### src/rtl/tmr_pkg.sv
// Shared constants for the triple-redundant register slice.
// Assumes exactly three lanes; lane order a, b, c maps to index 0, 1, 2.
package tmr_pkg;
    parameter int unsigned LANES = 3;

    // Index of the lane that lane k is compared against by its mismatch flag.
    function automatic int unsigned peer_lane(input int unsigned k);
        return (k + 1) % LANES;
    endfunction
endpackage

### src/rtl/tmr_lane_reg.sv
// One redundant copy of the stored word with its next-state selector.
// Assumes fb_in is the voted value for this lane; the copy is written every clock.
module tmr_lane_reg #(
    parameter int unsigned         WIDTH   = 8,
    parameter logic [WIDTH-1:0]    RST_VAL = '0
) (
    input  logic             clk,
    input  logic             rst_n,
    input  logic             wr_en,
    input  logic [WIDTH-1:0] d_in,
    input  logic [WIDTH-1:0] fb_in,
    output logic [WIDTH-1:0] nxt_out,
    output logic [WIDTH-1:0] q_out
);
    // Select new data on a write, otherwise recirculate the voted value.
    always_comb begin
        nxt_out = wr_en ? d_in : fb_in;
    end

    // Store the selected path; reset gives every copy the same value.
    always_ff @(posedge clk) begin
        if (!rst_n) begin
            q_out <= RST_VAL;
        end else begin
            q_out <= nxt_out;
        end
    end
endmodule

### src/rtl/tmr_voter.sv
// Bitwise two-out-of-three majority of the three stored copies.
// Assumes all three inputs carry the same logical word.
module tmr_voter #(
    parameter int unsigned WIDTH = 8
) (
    input  logic [WIDTH-1:0] in_x,
    input  logic [WIDTH-1:0] in_y,
    input  logic [WIDTH-1:0] in_z,
    output logic [WIDTH-1:0] vote
);
    // Each output bit follows whichever value at least two inputs hold.
    always_comb begin
        vote = (in_x & in_y) | (in_y & in_z) | (in_x & in_z);
    end
endmodule

### src/rtl/tmr_mismatch_det.sv
// Compares two redundant combinational paths and flags any difference.
// Assumes the flag is consumed asynchronously by a reconfiguration controller.
module tmr_mismatch_det #(
    parameter int unsigned WIDTH = 8
) (
    input  logic [WIDTH-1:0] path_x,
    input  logic [WIDTH-1:0] path_y,
    output logic             flag
);
    // Flag at once whenever any bit of the two paths disagrees.
    always_comb begin
        flag = |(path_x ^ path_y);
    end
endmodule

### src/rtl/tmr_guard_reg.sv
// Triple-redundant register slice with voted feedback and pairwise path checks.
// Each lane has a copy, a selector and a voter; a comparator on each adjacent
// lane pair drives its own flag. Assumes triplicated upstream logic.
module tmr_guard_reg #(
    parameter int unsigned      WIDTH   = 8,
    parameter logic [WIDTH-1:0] RST_VAL = WIDTH'(8'hA5)
) (
    input  logic             clk,
    input  logic             rst_n,
    input  logic             wr_en_a,
    input  logic             wr_en_b,
    input  logic             wr_en_c,
    input  logic [WIDTH-1:0] d_in_a,
    input  logic [WIDTH-1:0] d_in_b,
    input  logic [WIDTH-1:0] d_in_c,
    output logic [WIDTH-1:0] q_a,
    output logic [WIDTH-1:0] q_b,
    output logic [WIDTH-1:0] q_c,
    output logic [2:0]       det
);
    import tmr_pkg::*;

    logic [LANES-1:0]            wr_vec;
    logic [LANES-1:0][WIDTH-1:0] d_vec;
    logic [LANES-1:0][WIDTH-1:0] copy_q;
    logic [LANES-1:0][WIDTH-1:0] voted;
    logic [LANES-1:0][WIDTH-1:0] path;

    // Gather the lane inputs into indexed vectors.
    always_comb begin
        wr_vec = {wr_en_c, wr_en_b, wr_en_a};
        d_vec  = {d_in_c, d_in_b, d_in_a};
    end

    for (genvar k = 0; k < LANES; k++) begin : g_lane
        tmr_lane_reg #(
            .WIDTH   (WIDTH),
            .RST_VAL (RST_VAL)
        ) u_copy (
            .clk     (clk),
            .rst_n   (rst_n),
            .wr_en   (wr_vec[k]),
            .d_in    (d_vec[k]),
            .fb_in   (voted[k]),
            .nxt_out (path[k]),
            .q_out   (copy_q[k])
        );

        tmr_voter #(
            .WIDTH (WIDTH)
        ) u_vote (
            .in_x (copy_q[0]),
            .in_y (copy_q[1]),
            .in_z (copy_q[2]),
            .vote (voted[k])
        );

        tmr_mismatch_det #(
            .WIDTH (WIDTH)
        ) u_det (
            .path_x (path[k]),
            .path_y (path[peer_lane(k)]),
            .flag   (det[k])
        );
    end

    // Drive the protected outputs from the per-lane voters.
    always_comb begin
        q_a = voted[0];
        q_b = voted[1];
        q_c = voted[2];
    end
endmodule

### config.mk
export PLATFORM = sky130hd
export DESIGN_NAME = tmr_guard_reg
export DESIGN_NICKNAME = d
export VERILOG_FILES = /design/src/rtl/tmr_pkg.sv /design/src/rtl/tmr_lane_reg.sv /design/src/rtl/tmr_voter.sv /design/src/rtl/tmr_mismatch_det.sv /design/src/rtl/tmr_guard_reg.sv
export SDC_FILE = /design/constraint.sdc
export NUM_CORES = 1
export LEC_CHECK = 0
export ABC_AREA = 1
export BUFFER_PORTS_ARGS = -buffer_cell sky130_fd_sc_hd__buf_2
export CAP_MARGIN = 20
export CORE_ASPECT_RATIO = 2
export CORE_MARGIN = 3
export CORE_UTILIZATION = 52
export DETAILED_ROUTE_END_ITERATION = 12
export PLACE_DENSITY = 0.9
export REMOVE_ABC_BUFFERS = 1
export SYNTH_ARGS = -nofsm -noshare
export SYNTH_HDL_FRONTEND = slang
export SYNTH_SLANG_ARGS = --single-unit
### constraint.sdc
create_clock -name clk -period 1.34 [get_ports clk]
set_input_delay 0.067 -clock clk [delete_from_list [all_inputs] [get_ports clk]]
set_output_delay 0.067 -clock clk [all_outputs]
set_load 0.02 [all_outputs]
Word-level counts from Yosys, hierarchy flattened
Cells that the tools add are included.
W data, S select, Z words.
- register bits: 24
- latch bits: 0
- memory bits (writable): 0
- ROM bits: 0
- input port bits: 29
- output and inout port bits: 27
- word-level logic and storage cells: 17
- memories kept: 0
- add/subtract/negate cells: 0
- multipliers: 0
- divide/modulo/power cells: 0
- $lt $le $gt $ge: 0
- eq/ne operators: 0
- shift-type cells: 0
- multiplexer cells: 3
- bitwise logic cells: 8
- reduce and logical (&&, ||, !) cells: 3
- operator list (kind ; number):
    $and A8 B8 Y8 ; 3
    $mux W8 ; 3
    $reduce_or A8 Y1 ; 3
    $xor A8 B8 Y8 ; 3
    $or A8 B8 Y8 ; 2

Logic depth before layout (Yosys ltp)
Gate-level depths: netlist of run 1.
- depth in word-level cells: 6
- mapped depth: 12
- gate-level depth less buffers: 11

Cells and area by module
Synthesis of run 1 repeated with hierarchy kept, for this count alone.
- cells, all modules: 342
- area, all modules: 2034.5 um^2
- modules (own cells, without submodules) (module ; instances ; cells an instance ; area an instance (um^2) ; seq. area each (um^2)):
    tmr_lane_reg ; 3 ; 55 ; 381.6 ; 160.2
    tmr_voter ; 3 ; 32 ; 170.2 ; 0.0
    tmr_mismatch_det ; 3 ; 27 ; 126.4 ; 0.0

Least setup slack after synthesis of run 1
Ideal clock, no wire load.
- path kind: register to output
- from: register g_lane[2].u_copy.q_out[6]
- to: output det[0]
- arrival: 1.163 ns
- required time: 1.273 ns
- slack: 0.110 ns
- cell stages (with the launch flop): 11
- path buffers: 1
- cell sequence: dfxtp_1 -> nand2_1 -> nand2_1 -> nand2_1 -> o21ai_0 -> nand2_1 -> nand2_1 -> nand2_1 -> nor2_1 -> nand2_1 -> buf_4
- word-level cells in the longest chain between the ends: 6
- elaborated cells between the ends (all ways): 8
- classes of those cells: mux (2); bitwise (5); reduce/logical (1)
- RTL lines (element ; RTL line ; source):
    start, declared ; tmr_lane_reg.sv:13 ; output logic [WIDTH-1:0] q_out
    start signal, assigned ; tmr_lane_reg.sv:25 ; q_out <= nxt_out;
    $and A8 B8 Y8 ; tmr_voter.sv:13 ; vote = (in_x & in_y) | (in_y & in_z) | (in_x & in_z);
    $or A8 B8 Y8 ; tmr_voter.sv:13 ;
    $or A8 B8 Y8 (*) ; tmr_voter.sv:13 ;
    $mux W8 ; tmr_lane_reg.sv:17 ; nxt_out = wr_en ? d_in : fb_in;
    $xor A8 B8 Y8 (*) ; tmr_mismatch_det.sv:12 ; flag = |(path_x ^ path_y);
    $reduce_or A8 Y1 (*) ; tmr_mismatch_det.sv:12 ;
    end, declared ; tmr_guard_reg.sv:19 ; output logic [2:0] det
Mark *: on every way between the ends. The rest lies on a longest branch, timed or not.

Final worst setup path of run 1
- from: register g_lane[0].u_copy.q_out[6]
- to: output det[1]
- word-level cells in the longest chain between the ends: 6
- elaborated cells between the ends (all ways): 8
- classes of those cells: mux (2); bitwise (5); reduce/logical (1)
- RTL lines (element ; RTL line):
    start, declared ; tmr_lane_reg.sv:13
    start signal, assigned ; tmr_lane_reg.sv:25
    $and A8 B8 Y8 ; tmr_voter.sv:13
    $or A8 B8 Y8 ; tmr_voter.sv:13
    $or A8 B8 Y8 (*) ; tmr_voter.sv:13
    $mux W8 ; tmr_lane_reg.sv:17
    $xor A8 B8 Y8 (*) ; tmr_mismatch_det.sv:12
    $reduce_or A8 Y1 (*) ; tmr_mismatch_det.sv:12
Marked as above.

==> results.sh, run 1 <==
export IMPL_status="complete, but fails checks"
export IMPL_failed_checks="setup timing"
export IMPL_cts_hold_buffers=0
export IMPL_vias=2501
export IMPL_wire_per_inst_um=13.7
export IMPL_grt_overflow_total=0
export IMPL_top_regs="g_lane.u_copy.q_out: 24 flops"
export IMPL_fin_skew_ns=0.00103
export IMPL_drtIter0Drc=130
export IMPL_cellPowerDensity_nw_per_um2=815
export IMPL_synth_top_cell_by_area="nand2_1"
export IMPL_yosysTopAreaCellShare=0.396
export IMPL_clock_path_buffers=2
export IMPL_ys_seq_elements=24
export IMPL_finalSetupTns_ns=-1.30
export IMPL_ys_types=17
export IMPL_grt_pass1_vias=2217
export IMPL_multiInputGateArea_um2=1390
export IMPL_whs_path_depth=2
export IMPL_start_util=0.559
export IMPL_htree_num_levels=1
export IMPL_track_usage=0.234
export IMPL_drt_wl_total_um=6530
export IMPL_rsz0062_at_grt="yes"
export IMPL_worst_ir_drop_vdd_v=0.000897
export IMPL_cp_max_fo=2
export IMPL_largest_reg_flops=24
export IMPL_dieArea_um2=4570
export IMPL_clkSinkCount=24
export IMPL_gp_congestion=0.872
export IMPL_antenna_found_initial=0
export IMPL_path_depth=11
export IMPL_clk_pin_slew_ns=0.10
export IMPL_num_nets_final=459
export IMPL_synth_edf_count=0
export IMPL_synth_top_cells_by_count="nand2_1 (206), inv_1 (40), dfxtp_1 (24)"
export IMPL_synth_area_um2=1950
export IMPL_async_flop_share=0
export IMPL_ant_nets=0
export IMPL_drv_cap=0
export IMPL_reg2regPathDepth=8
export IMPL_relSlewSlack=0.705
export IMPL_drv_slew=0
export IMPL_finalCritPeriodShare=1.41
export IMPL_worstPathRequired_ns=1.27
export IMPL_yosysSeqAreaShare=0.246
export IMPL_io_buffers=55
export IMPL_avgSynthCellArea_um2=5.32
export IMPL_setup_ws_ns=-0.543
export IMPL_slowest_delay_ns=0.36
export IMPL_cp_cell_sequence="inv_2 -> nand2_4 -> buf_6 -> nand3_1 -> nand2_2 -> nand2_1 -> nand2_1 -> nand2_1 -> nor2_1 -> nand2_1 -> buf_6"
export IMPL_rows=30
export IMPL_syn_inst=367
export IMPL_dp_cells=463
export IMPL_largest_register="g_lane.u_copy.q_out"
export IMPL_clockRootBuffer="clkbuf_8"
export IMPL_critical_path_endpoint_type="primary output"
export IMPL_fill_cells=248
export IMPL_die_w_um=49.3
export IMPL_core_um2=3490
export IMPL_clock_latency_ns=0.27
export IMPL_final_min_clock_period_ns=1.88
export IMPL_dp_hpwl_um=3710
export IMPL_hold_path_class="input pin to flip-flop"
export IMPL_drive_above_1_share=0.443
export IMPL_synth_main_ff_cell="dfxtp_1"
export IMPL_antennaDiodeCount=0
export IMPL_hold_viol=0
export IMPL_worst_pin_slew_ns=0.442
export IMPL_fmax_ghz=0.531
export IMPL_instances_no_fill=477
export IMPL_crit_family="simple AND/OR/NAND/NOR gates"
export IMPL_vias_per_cell=5.24
export IMPL_yosysMostFrequentCell="nand2_1"
export IMPL_startpoint_type="flip-flop"
export IMPL_arrival_ns=1.82
export IMPL_pin_count=56
export IMPL_setup_violations=6
export IMPL_path_class="flip-flop to primary output"
export IMPL_cts_tree="done"
export IMPL_grt_max_degree=20
export IMPL_grt_pass1_wl_um=8730
export IMPL_firstDrtPassIters=4
export IMPL_cts_made_buffers=3
export IMPL_regArea_um2=497
export IMPL_post_route_drc_count=0
export IMPL_p_leak_nw=1.58
export IMPL_synthTopCellsByArea="nand2_1 (40%), dfxtp_1 (25%), buf_4 (8.1%)"
export IMPL_crit_top_cell="nand2_1"
export IMPL_worst_path_buf_inv=3
export IMPL_cp_slowest_cell="dfxtp_2"
export IMPL_die_y_um=92.6
export IMPL_yosysWarnings=0
export IMPL_area_delta_synth_final_pct=40.5
==> cells in the final DEF, fill, tap and decap left out, types with 5 or more instances in the layout <==
cell type	n
buf_2	43
buf_4	35
buf_6	7
dfxtp_1	11
dfxtp_2	13
inv_1	33
inv_2	10
nand2_1	150
nand2_2	47
nand2_4	9
nand3_1	5
nor2_1	16
o21ai_2	16
or2_0	11
or2_1	8
==> per-stage QoR <==
| step | instance area, um2 | utilization | total power [mW] | hold WS (ns) | worst slack (ns) |
|---|---|---|---|---|---|
| floorplan | 1760 | - | 1.13 | 0.136 | 0.164 |
| global placement | 2240 | 0.643 | 1.35 | 0.311 | -0.0402 |
| detailed placement | 2240 | 0.643 | 1.36 | 0.312 | -0.0814 |
| CTS | 2410 | 0.691 | 2.05 | 0.0247 | -0.286 |
| global route | 2740 | 0.785 | 2.33 | 0.0922 | -0.599 |
| finish | 2740 | 0.785 | 2.23 | 0.0817 | -0.543 |
==> timing repair <==
action	CTS	global route
buffers inserted	0	10
gates resized for setup	49	95
endpoints found under the hold margin	0	0
setup endpoints to repair	3	12
pin swaps	6	44
==> path summary, 6_finish.rpt <==
| path | from | end | slack [ns] |
|---|---|---|---|
| worst max-delay path | g_lane[0].u_copy.q_out[6]$_SDFF_PN0_ | det[1] | -0.54 |
| worst min register to register | g_lane[1].u_copy.q_out[1]$_SDFF_PN0_ | g_lane[0].u_copy.q_out[1]$_SDFF_PN0_ | 0.74 |
| worst max register to register | g_lane[0].u_copy.q_out[4]$_SDFF_PN0_ | g_lane[2].u_copy.q_out[4]$_SDFF_PN0_ | 0.15 |
| worst min-delay path | rst_n | g_lane[2].u_copy.q_out[2]$_SDFF_PN1_ | 0.08 |
==> area by class of cell <==
cell class	instances	area share
Tap cell	48	0.0219
Clock inverter	1	0.0110
Clock buffer	3	0.0151
Sequential cell	24	0.181
Multi-Input combinational cell	272	0.508
Timing Repair Buffer	85	0.203
Inverter	44	0.0602
==> cell families after synthesis <==
| kind of cell | Yosys count | synth area share |
|---|---|---|
| compound gates | 21 | 0.0584 |
| buf+inv | 71 | 0.183 |
| flops | 24 | 0.246 |
| simple gates | 251 | 0.513 |
==> report_power, final <==
| group | internal (mW) | total [mW] | switching (mW) |
|---|---|---|---|
| sequential | 0.758 | 0.780 | 0.0219 |
| clock | 0.400 | 0.671 | 0.271 |
| combinational | 0.308 | 0.783 | 0.475 |
| total | 1.47 | 2.23 | 0.768 |
==> routing by layer <==
metal	wire (um)	vias to the layer above	share of wire	track usage
met5	0	-	0	0
met4	277	0	0.042	0.143
met3	432	36	0.066	0.0258
met2	3590	131	0.55	0.446
met1	2240	1138	0.34	0.231
li1	-	1196	-	-
(Power assumes the default switching activity.)
==> run 2: changes to the inputs <==
--- a/config.mk
+++ b/config.mk
@@ -10,9 +10,9 @@
 export CAP_MARGIN = 20
 export CORE_ASPECT_RATIO = 2
 export CORE_MARGIN = 3
-export CORE_UTILIZATION = 52
+export CORE_UTILIZATION = 47
 export DETAILED_ROUTE_END_ITERATION = 12
-export PLACE_DENSITY = 0.9
+export PLACE_DENSITY = 0.86
 export REMOVE_ABC_BUFFERS = 1
 export SYNTH_ARGS = -nofsm -noshare
 export SYNTH_HDL_FRONTEND = slang
==> constraint.sdc (replaced) <==
create_clock -name clk -period 1.7 [get_ports clk]
set_input_delay 0.17 -clock clk [delete_from_list [all_inputs] [get_ports clk]]
set_output_delay 0.17 -clock clk [all_outputs]
set_load 0.02 [all_outputs]
==> run 2 against run 1 <==
The flow still finishes with violations (setup timing); design area down 11%; global-route usage shrank 2.7 points; register-to-register slack better by 0.51 ns; count of clock-buffer cells in the layout did not move; final cell count fell by 3.8%; die area up 9.6%; worst hold slack improved by 0.050 ns; sequential cell count unchanged; wire length fell by 17%; sequential share of layout area grew 1.8 points; clock skew grew 0.0024 ns; highest routed layer unchanged.
==> results.sh, run 2 (synthesis gave the netlist of run 1 again) <==
export IMPL_io_buffers=55
export IMPL_ant_nets=0
export IMPL_startpoint_type="flip-flop"
export IMPL_clk_pin_slew_ns=0.09
export IMPL_whs_ns=0.131
export IMPL_clockRootBuffer="clkbuf_8"
export IMPL_dp_hpwl_um=3780
export IMPL_cp_slowest_cell="dfxtp_2"
export IMPL_path_class="flip-flop to primary output"
export IMPL_grt_pass1_vias=2093
export IMPL_setup_violations=3
export IMPL_num_nets_final=439
export IMPL_worst_ir_drop_vdd_v=0.000535
export IMPL_fin_util=0.623
export IMPL_worstPathRequired_ns=1.53
export IMPL_core_um2=3920
export IMPL_grt_pass1_wl_um=8290
export IMPL_power_mw=1.46
export IMPL_vias=2263
export IMPL_clock_latency_ns=0.27
export IMPL_top_regs="g_lane.u_copy.q_out: 24 flops"
export IMPL_cp_cell_sequence="inv_1 -> nand2_2 -> nand2_4 -> nand2_1 -> o21ai_2 -> nand2_1 -> nand2_1 -> nand2_1 -> nor2_1 -> nand2_1 -> buf_4"
export IMPL_area_delta_synth_final_pct=25.3
export IMPL_cellPowerDensity_nw_per_um2=599
export IMPL_largest_reg_flops=24
export IMPL_start_util=0.497
export IMPL_rows=32
export IMPL_crit_family="simple AND/OR/NAND/NOR gates"
export IMPL_gp_congestion=0.874
export IMPL_relSlewSlack=0.736
export IMPL_grt_overflow_total=0
export IMPL_critical_path_endpoint_type="primary output"
export IMPL_worst_path_buf_inv=2
export IMPL_die_y_um=97.1
export IMPL_arrival_ns=1.55
export IMPL_path_depth=11
export IMPL_setup_ws_ns=-0.0170
export IMPL_cts_made_buffers=3
export IMPL_instances_no_fill=459
export IMPL_whs_path_depth=3
export IMPL_cp_max_fo=7
export IMPL_dp_cells=449
export IMPL_failed_checks="setup timing"
export IMPL_rsz0062_at_grt="yes"
export IMPL_final_common_cell="nand2_1"
export IMPL_pre_cts_ws_ns=0.155
export IMPL_drv_cap=0
export IMPL_htree_num_levels=1
export IMPL_drt_wl_total_um=5430
export IMPL_finalSetupTns_ns=-0.0290
export IMPL_final_cell_mix="nand2_1 (169), buf_2 (52), inv_1 (38)"
export IMPL_track_usage=0.207
export IMPL_fin_skew_ns=0.00343
export IMPL_finalCritPeriodShare=1.01
export IMPL_antenna_found_initial=0
export IMPL_fill_cells=418
export IMPL_drv_slew=0
export IMPL_dieArea_um2=5010
export IMPL_status="complete, but fails checks"
export IMPL_clock_path_buffers=2
export IMPL_die_w_um=51.6
export IMPL_final_min_clock_period_ns=1.72
export IMPL_firstDrtPassIters=4
export IMPL_reg2regPathDepth=7
export IMPL_vias_per_cell=4.93
export IMPL_worst_pin_slew_ns=0.395
export IMPL_hold_path_class="input pin to flip-flop"
export IMPL_crit_top_cell="nand2_1"
export IMPL_drive_above_1_share=0.326
export IMPL_antennaDiodeCount=0
export IMPL_hold_viol=0
export IMPL_slowest_delay_ns=0.33
export IMPL_grt_max_degree=20
export IMPL_drtIter0Drc=64
export IMPL_pin_count=56
export IMPL_cts_tree="done"
export IMPL_fmax_ghz=0.582
export IMPL_place_area_um2=2120
export IMPL_wire_per_inst_um=11.8
export IMPL_p_leak_nw=1.47
export IMPL_clkSinkCount=24
export IMPL_largest_register="g_lane.u_copy.q_out"
export IMPL_post_route_drc_count=0
export IMPL_stdcell_area_um2=2440
==> run 2: cell count changes in the layout (fill, tap and decap cells not counted), sizes merged <==
cell / previous run / this run
buf: 85 / 65
bufinv: 1 / 0
==> run 2: layout make-up <==
| cell class | count | area [um2] | share of cell area |
|---|---|---|---|
| clock buffers | 3 | 41.3 | 0.0169 |
| inverters | 44 | 165 | 0.0676 |
| multi-input cells | 272 | 1320 | 0.542 |
| flip-flops and latches | 24 | 488 | 0.200 |
| well taps | 51 | 63.8 | 0.0261 |
| repair buffers | 65 | 362 | 0.148 |
==> run 2: worst paths after layout <==
kind	start	to	slack, ns
worst max-delay path	g_lane[2].u_copy.q_out[2]$_SDFF_PN1_	det[2]	-0.02
worst min-delay path	d_in_b[5]	g_lane[1].u_copy.q_out[5]$_SDFF_PN1_	0.13
worst max register to register	g_lane[2].u_copy.q_out[2]$_SDFF_PN1_	g_lane[2].u_copy.q_out[2]$_SDFF_PN1_	0.66
worst min register to register	g_lane[1].u_copy.q_out[2]$_SDFF_PN1_	g_lane[1].u_copy.q_out[2]$_SDFF_PN1_	0.73
==> run 2: what timing repair did <==
action	in CTS	in global routing
pin swaps	2	17
hold buffers	0	0
gates resized for setup	38	54
endpoints found under the setup margin	3	3
buffers inserted	0	7
==> run 2: power by group <==
part | leakage [nW] | switching (mW) | internal [mW]
sequential | 0.199 | 0.0144 | 0.596
clock | 0.0216 | 0.190 | 0.159
combinational | 1.24 | 0.323 | 0.181
==> run 2: worst min-delay path, cell delays in order <==
cell and delay [ns]:
buf_2 0.09, o21ai_2 0.06, nand2_1 0.05
==> run 2: per-layer routing <==
metal / track usage / wire length, um / vias to the layer above
li1: - / - / 1150
met1: 0.215 / 1960 / 1024
met2: 0.388 / 3050 / 80
met3: 0.0215 / 328 / 9
met4: 0.0949 / 81 / 0
met5: 0 / 0 / -
